File: src/rtl/dbrk_pkg.sv
package dbrk_pkg;

  typedef enum logic [1:0] {
    CHK_OFF  = 2'd0,
    CHK_ADDR = 2'd1,
    CHK_DATA = 2'd2,
    CHK_BOTH = 2'd3
  } chk_mode_e;

  // packed MSB first: data_inv is bit 5, mode occupies bits 1:0
  typedef struct packed {
    logic      data_inv;
    logic      addr_inv;
    logic      st_en;
    logic      ld_en;
    chk_mode_e mode;
  } ctrl_t;

  localparam int CTRL_W = $bits(ctrl_t);
  localparam int NREG   = 5;

  localparam logic [31:0] OFS_CTRL = 32'h0010_1020;
  localparam logic [31:0] OFS_LO   = 32'h0010_1030;
  localparam logic [31:0] OFS_HI   = 32'h0010_1034;
  localparam logic [31:0] OFS_VAL  = 32'h0010_1038;
  localparam logic [31:0] OFS_MSK  = 32'h0010_103C;

endpackage

File: src/rtl/dbrk_regs.sv
module dbrk_regs
  import dbrk_pkg::*;
#(
  parameter int          CFG_AW    = 32,
  parameter int          ADDR_W    = 32,
  parameter int          DATA_W    = 32,
  parameter logic [31:0] BASE_ADDR = 32'h0
) (
  input  logic              clk,
  input  logic              rst,
  input  logic              cfg_wr,
  input  logic              cfg_rd,
  input  logic [CFG_AW-1:0] cfg_addr,
  input  logic [DATA_W-1:0] cfg_wdata,
  output logic [DATA_W-1:0] cfg_rdata,
  output ctrl_t             ctrl_q,
  output logic [ADDR_W-1:0] lo_q,
  output logic [ADDR_W-1:0] hi_q,
  output logic [DATA_W-1:0] val_q,
  output logic [DATA_W-1:0] msk_q
);

  localparam int IX_CTRL = 0;
  localparam int IX_LO   = 1;
  localparam int IX_HI   = 2;
  localparam int IX_VAL  = 3;
  localparam int IX_MSK  = 4;

  localparam logic [NREG-1:0][31:0] REG_OFS = {OFS_MSK, OFS_VAL, OFS_HI, OFS_LO, OFS_CTRL};

  logic [NREG-1:0]   sel;
  logic [DATA_W-1:0] word [NREG];
  logic [DATA_W-1:0] rd_mux;

  // one address comparator per register
  for (genvar i = 0; i < NREG; i++) begin : g_dec
    localparam logic [31:0] FULL = BASE_ADDR + REG_OFS[i];
    assign sel[i] = (cfg_addr == FULL[CFG_AW-1:0]);
  end

  // control word is the only register with a defined reset value
  always_ff @(posedge clk) begin
    if (rst) begin
      ctrl_q <= '0;
    end else if (cfg_wr && sel[IX_CTRL]) begin
      ctrl_q <= ctrl_t'(cfg_wdata[CTRL_W-1:0]);
    end
  end

  // condition registers: no reset, plain enables
  always_ff @(posedge clk) begin
    if (cfg_wr && sel[IX_LO])  lo_q  <= cfg_wdata[ADDR_W-1:0];
    if (cfg_wr && sel[IX_HI])  hi_q  <= cfg_wdata[ADDR_W-1:0];
    if (cfg_wr && sel[IX_VAL]) val_q <= cfg_wdata;
    if (cfg_wr && sel[IX_MSK]) msk_q <= cfg_wdata;
  end

  always_comb begin
    word[IX_CTRL]                = '0;
    word[IX_CTRL][CTRL_W-1:0]    = ctrl_q;
    word[IX_LO]                  = '0;
    word[IX_LO][ADDR_W-1:0]      = lo_q;
    word[IX_HI]                  = '0;
    word[IX_HI][ADDR_W-1:0]      = hi_q;
    word[IX_VAL]                 = val_q;
    word[IX_MSK]                 = msk_q;
  end

  always_comb begin
    rd_mux = '0;
    for (int i = 0; i < NREG; i++) begin
      if (sel[i]) rd_mux = rd_mux | word[i];
    end
  end

  always_ff @(posedge clk) begin
    if (rst) begin
      cfg_rdata <= '0;
    end else if (cfg_rd) begin
      cfg_rdata <= rd_mux;
    end
  end

endmodule

File: src/rtl/dbrk_match.sv
module dbrk_match
  import dbrk_pkg::*;
#(
  parameter int ADDR_W = 32,
  parameter int DATA_W = 32
) (
  input  ctrl_t             ctrl,
  input  logic [ADDR_W-1:0] lo,
  input  logic [ADDR_W-1:0] hi,
  input  logic [DATA_W-1:0] val,
  input  logic [DATA_W-1:0] msk,
  input  logic              acc_valid,
  input  logic              acc_store,
  input  logic [ADDR_W-1:0] acc_addr,
  input  logic [DATA_W-1:0] acc_data,
  output logic              hit
);

  logic in_rng, addr_ok;
  logic data_eq, data_ok;
  logic kind_ok;

  assign in_rng  = (acc_addr >= lo) && (acc_addr <= hi);
  assign addr_ok = in_rng ^ ctrl.addr_inv;

  assign data_eq = (((acc_data ^ val) & msk) == '0);
  assign data_ok = data_eq ^ ctrl.data_inv;

  assign kind_ok = acc_store ? ctrl.st_en : ctrl.ld_en;

  always_comb begin
    hit = 1'b0;
    if (acc_valid && kind_ok) begin
      unique case (ctrl.mode)
        CHK_OFF:  hit = 1'b0;
        CHK_ADDR: hit = addr_ok;
        CHK_DATA: hit = data_ok;
        CHK_BOTH: hit = addr_ok && data_ok;
        default:  hit = 1'b0;
      endcase
    end
  end

endmodule

File: src/rtl/dbrk_watch.sv
module dbrk_watch
  import dbrk_pkg::*;
#(
  parameter int          CFG_AW    = 32,
  parameter int          ADDR_W    = 32,
  parameter int          DATA_W    = 32,
  parameter logic [31:0] BASE_ADDR = 32'h0
) (
  input  logic              clk,
  input  logic              rst,
  input  logic              cfg_wr,
  input  logic              cfg_rd,
  input  logic [CFG_AW-1:0] cfg_addr,
  input  logic [DATA_W-1:0] cfg_wdata,
  output logic [DATA_W-1:0] cfg_rdata,
  input  logic              acc_valid,
  input  logic              acc_store,
  input  logic [ADDR_W-1:0] acc_addr,
  input  logic [DATA_W-1:0] acc_data,
  output logic              brk_pulse
);

  ctrl_t             ctrl_q;
  logic [ADDR_W-1:0] lo_q, hi_q;
  logic [DATA_W-1:0] val_q, msk_q;
  logic              hit;

  dbrk_regs #(
    .CFG_AW(CFG_AW), .ADDR_W(ADDR_W), .DATA_W(DATA_W), .BASE_ADDR(BASE_ADDR)
  ) u_regs (
    .clk(clk), .rst(rst),
    .cfg_wr(cfg_wr), .cfg_rd(cfg_rd), .cfg_addr(cfg_addr),
    .cfg_wdata(cfg_wdata), .cfg_rdata(cfg_rdata),
    .ctrl_q(ctrl_q), .lo_q(lo_q), .hi_q(hi_q), .val_q(val_q), .msk_q(msk_q)
  );

  dbrk_match #(
    .ADDR_W(ADDR_W), .DATA_W(DATA_W)
  ) u_match (
    .ctrl(ctrl_q), .lo(lo_q), .hi(hi_q), .val(val_q), .msk(msk_q),
    .acc_valid(acc_valid), .acc_store(acc_store),
    .acc_addr(acc_addr), .acc_data(acc_data),
    .hit(hit)
  );

  always_ff @(posedge clk) begin
    if (rst) brk_pulse <= 1'b0;
    else     brk_pulse <= hit;
  end

endmodule

File: config.mk
export PLATFORM = sky130hd
export DESIGN_NAME = dbrk_watch
export DESIGN_NICKNAME = d
export VERILOG_FILES = /design/src/rtl/dbrk_pkg.sv /design/src/rtl/dbrk_regs.sv /design/src/rtl/dbrk_match.sv /design/src/rtl/dbrk_watch.sv
export SDC_FILE = /design/constraint.sdc
export NUM_CORES = 1
export LEC_CHECK = 0
export BUFFER_PORTS_ARGS = -buffer_cell sky130_fd_sc_hd__buf_2
export CAP_MARGIN = 40
export CORE_MARGIN = 2
export CORE_UTILIZATION = 50
export CTS_BUF_LIST = sky130_fd_sc_hd__clkbuf_8
export DETAILED_ROUTE_END_ITERATION = 6
export PLACE_DENSITY = 0.79
export SLEW_MARGIN = 20
export SYNTH_ARGS = -nofsm -noshare
export SYNTH_HDL_FRONTEND = slang
export SYNTH_SLANG_ARGS = --single-unit
File: constraint.sdc
create_clock -name clk -period 3.15 [get_ports clk]
set_input_delay 0.7875 -clock clk [delete_from_list [all_inputs] [get_ports clk]]
set_output_delay 0.7875 -clock clk [all_outputs]
set_load 0.01 [all_outputs]
# == After elaboration in Yosys (flattened, before gate mapping) ==
# Cells that the tools add are included.
# classes
mux,7
n_bitwise,9
magnitude_cmp,2
reduce_logical,11
n_eq_ne,8
# op_table
cell,n
== test 32 x 21 -> 1 bit (second input constant),5
2-to-1 mux 32 bit,4
bitwise OR 32 bit,3
bitwise AND 32 bit,1
greater-or-equal comparator 32 bit,1
less-or-equal comparator 32 bit,1
zero test 32 bit,1
bitwise OR 6 x 32 -> 32 bit,1
XOR 32 bit,1
logical AND 1 bit,8
2-to-1 mux 6 bit,1
== test 2 bit (second input constant),2
case mux 1 bit (4 select lines),1
== test 2 x 1 -> 1 bit (second input constant),1
zero test 2 bit,1
OR reduction 2 bit,1
XOR 1 bit,2
2-to-1 mux 1 bit,1
NOT 1 bit,1
# totals
ff_bits,167
input_bits,134
wordCells,48
out_inout_bits,33

# == Longest topological paths before layout ==
# logic_depth
ltp_word,10
mapped_depth,9
depth_no_buf,9

# == By module ==
# From an unflattened synthesis, not the netlist that was laid out.
# hier_totals
cells_unflattened,702
hier_area_um2,8458.1
# modules_own_cells
mod,cells_each,instances,area_per_inst_um2,seq_area_each_um2
dbrk_regs,418,1,6329.8,4604.4
dbrk_match,282,1,2094.5,0.0
dbrk_watch,2,1,33.8,20.0

# == Worst setup path before layout ==
# Ideal clock, no wire load.
# synth_timing
path_type,input port to flip-flop
startpoint,in cfg_addr[18]
endpoint,"reg u_regs.hi_q[0], enable pin"
path_buffers,1
t_arrival_ps,2778
slack_ps,-20
setup_ps,392
t_required_ps,2758
cell_stages,5
path_cell_list,nor4_1 nand3_2 nor4_4 buf_2 and2_1
# synth_via
elab_chain_len,2
# synth_lines
item,line_no,text
from (decl),dbrk_watch.sv:13,"input logic [CFG_AW-1:0] cfg_addr,"
== test 32 x 21 -> 1 bit,dbrk_regs.sv:38,assign sel[i] = (cfg_addr == FULL[CFG_AW-1:0]);
logical AND 1 bit,dbrk_regs.sv:53,if (cfg_wr && sel[IX_HI]) hi_q <= cfg_wdata[ADDR_W-1:0];
to (signal assigned),dbrk_regs.sv:53,
to (decl),dbrk_regs.sv:18,"output logic [ADDR_W-1:0] hi_q,"
# Every way passes these cells.
# A chain may end at the register's enable or synchronous reset.

# == Worst setup path after layout ==
# layout_timing
startpoint,reg u_regs.lo_q[15]
endpoint,reg brk_pulse
# layout_via
elab_chain_len,5
# layout_lines
item,line_no,text
from (decl),dbrk_regs.sv:17,"output logic [ADDR_W-1:0] lo_q,"
from (signal assigned),dbrk_regs.sv:52,if (cfg_wr && sel[IX_LO]) lo_q <= cfg_wdata[ADDR_W-1:0];
greater-or-equal comparator 32 bit *,dbrk_match.sv:23,assign in_rng = (acc_addr >= lo) && (acc_addr <= hi);
logical AND 1 bit *,dbrk_match.sv:23,
XOR 1 bit *,dbrk_match.sv:24,assign addr_ok = in_rng ^ ctrl.addr_inv;
logical AND 1 bit,dbrk_match.sv:38,CHK_BOTH: hit = addr_ok && data_ok;
case mux 1 bit (4 select lines) *,dbrk_match.sv:34,unique case (ctrl.mode)
to (signal assigned),dbrk_watch.sv:48,else brk_pulse <= hit;
to (decl),dbrk_watch.sv:20,output logic brk_pulse
# Every way passes the cells marked *; elsewhere a longest branch is shown, timed or not.

==> results.cfg <==
[power_and_ir_drop]
p_seq_frac = 0.547
ir_worst_vdd_uv = 250
p_total_mw = 4.38
leakagePower_nw = 3.97
total_switching_power_uw = 943
comb_power_share = 0.077
clkPwrFrac = 0.376
switching_share = 0.216
p_int_mw = 3.43
p_per_area_nw_per_um2 = 447

[global_routing]
met2_usage = 0.415
grt_pass1_wl_um = 33200
track_usage = 0.255
antenna_found_initial = 1
use_met3 = 0.0559
grt_max_degree = 33
grt_use_met1 = 0.326
grt.overflow.total = 0
grt_pass1_vias = 6113
grt.busiest_layer = met2

[routing]
final_antenna_net_count = 0
avgViaCountPerCell = 5.85
wl_um = 22000
vias = 6200
post_drt_wl_per_cell_um = 20.8
initialDrtViolationCount = 629
drc = 0
first_pass_iters = 5

[placement]
hpwl_um = 16100
gp_congestion = 0.886
place_ws_ns = 0.180
numPortBuffers = 166

[synthesis]
synth_area_um2 = 8130
avgSynthCellArea_um2 = 12.6
synth_top_area_frac = 0.473
syn_inst = 646
yosys-top-cells-area = edfxtp_1, ha_1, dfxtp_1
synth.ff_latch_count = 167
yosys.cell_count.top_type = edfxtp_1
ys_seq_area_frac = 0.569
synth_common_cells = edfxtp_1, a22oi_1, inv_1
synth_top_cell_by_area = edfxtp_1
syn_nets = 844
synth-edff-count = 128
yosysWarningCount = 0
synthArstFlopShare = 0
synth_flop_cell = edfxtp_1
synth.distinct_cells = 47

[timing]
layout_setup_ws_ns = 0.654
finalMaxSlewViolations = 0
fmax_ghz = 0.401
finalHoldViolCount = 0
skew_ns = 0.00807
slew_headroom = 0.556
setup_tns_ns = 0
setup_viol = 0
worst_pin_slew_ns = 0.667
rsz0062_at_grt = false
fin_crit_ns = 2.50
finalCritPeriodShare = 0.792

[finish]
layout-drive-gt1-share = 0.283
syn_to_final_growth_pct = 20.4
nNetsFinal = 1027
final_util = 0.616

[worst_setup_path]
critPathKind = reg -> reg
start_kind = flip-flop
crit_arrival_ns = 2.90
cp_max_fo = 2
max_stage_delay_ns = 0.47
endpoint_kind = flip-flop
worstPathCellList = inv_1, ha_1, nand4_1, nor3_1, or4b_1, a311oi_1, o211ai_1, xor2_1, a21oi_1
slowest_stage = or4b_1
required_ns = 3.55

[cts]
clkTransAtPathRegs_ns = 0.09
clk_latency_ns = 0.46
htree_levels = 4
numCtsBuffers = 17
cts.sinks = 167
clk_path_buf_depth = 2
holdBufCountCts = 0
ctsResizeCount = 0
cts_setup_buffers = 0
cts-root-buf = clkbuf_8
cts_tree = yes

[die]
coreArea_um2 = 15900
ios = 167
die_w_um = 132
die_y_um = 132
start_util = 0.512
placementRows = 46
fp.dieArea_um2 = 17300

[min_path]
hp-class = reg -> reg

[run_status]
outcome = finished clean

[job]
maxCapViolations = 0
==> path summary, 6_finish.rpt <==
| path | startpoint | endpoint | slack (ns) | depth (start not counted) |
|---|---|---|---|---|
| min | u_regs.cfg_rdata[22] | u_regs.cfg_rdata[22] | 0.48 | 2 |
| min reg2reg | u_regs.cfg_rdata[22] | u_regs.cfg_rdata[22] | 0.48 | 2 |
| max | u_regs.lo_q[15] | brk_pulse | 0.65 | 9 |
| max reg2reg | u_regs.lo_q[15] | brk_pulse | 0.65 | 9 |
==> critical path, delay by kind of cell (launching register included) <==
kind                       cells  cell delay, ns
DFF                            1            0.37
AOI/OAI and AO/OA              3            0.54
and+or+nand+nor                3            0.98
buffers and inverters          1            0.08
adders and majority gates      1            0.30
xor gates and xnor gates       1            0.17
==> cell usage in the layout, fill, tap and decap left out, drive strengths merged, types with 4 or more instances in the layout <==
cell and n:
and2 5, nand4 16, nor4 12, nor2 38
xor2 33, a22oi 75, a21o 5, nand2 23
ha 64, a311oi 33, and4 4, nand3 12
edfxtp 128, buf 189, inv 69, o21ai 7
a222oi 6, clkbuf 23, dfxtp 39, a21oi 28
==> power groups by stage <==
stage          combinational [mW]  sequential, mW  clock, mW
2_1_floorplan               0.131            2.45          0
3_3_place_gp                0.324            2.45          0
3_5_place_dp                0.333            2.45          0
4_1_cts                     0.335            2.40       1.66
5_1_grt                     0.369            2.40       1.76
6_report                    0.337            2.40       1.64
==> routing by layer <==
layer	vias up	part of all wire
li1	2873	-
met1	2952	0.40
met2	325	0.47
met3	50	0.087
met4	0	0.036
met5	-	0
==> registers in the layout (all words and copies together), names as in the netlist <==
name	flops
u_regs.lo_q	32
u_regs.val_q	32
u_regs.ctrl_q	6
brk_pulse	1
u_regs.hi_q	32
u_regs.cfg_rdata	32
u_regs.msk_q	32
==> cell type report <==
cell class	instances	area (µm²)
fillers	1285	6090
flip-flops and latches	167	4620
multi-input cells	387	3130
repair buffers	189	1080
clock buffers	23	317
well taps	216	270
inverters	67	251
clock inverters	9	123
diodes	1	2.50
==> cell families (layout without fill, tap and decap cells) <==
logic type      count (synthesis)  after routing  share of synthesized area
compound gates                169            169                      0.157
xor+xnor                       34             34                     0.0366
fa+ha+maj                      64             64                     0.0985
buf+inv                        92            288                     0.0474
flops                         167            167                      0.569
mux                             1              1                    0.00123
other cells                     0              1                          0
simple gates                  119            119                     0.0903
==> per-stage QoR <==
step	cell area, µm²	hold WS (ns)	cells
floorplan	8140	0.441	646
global placement	9350	0.461	1026
detailed placement	9350	0.473	1026
CTS	9790	0.487	1058
global route	9790	0.502	1059
finish	9790	0.483	1059
(Power assumes the default switching activity.)
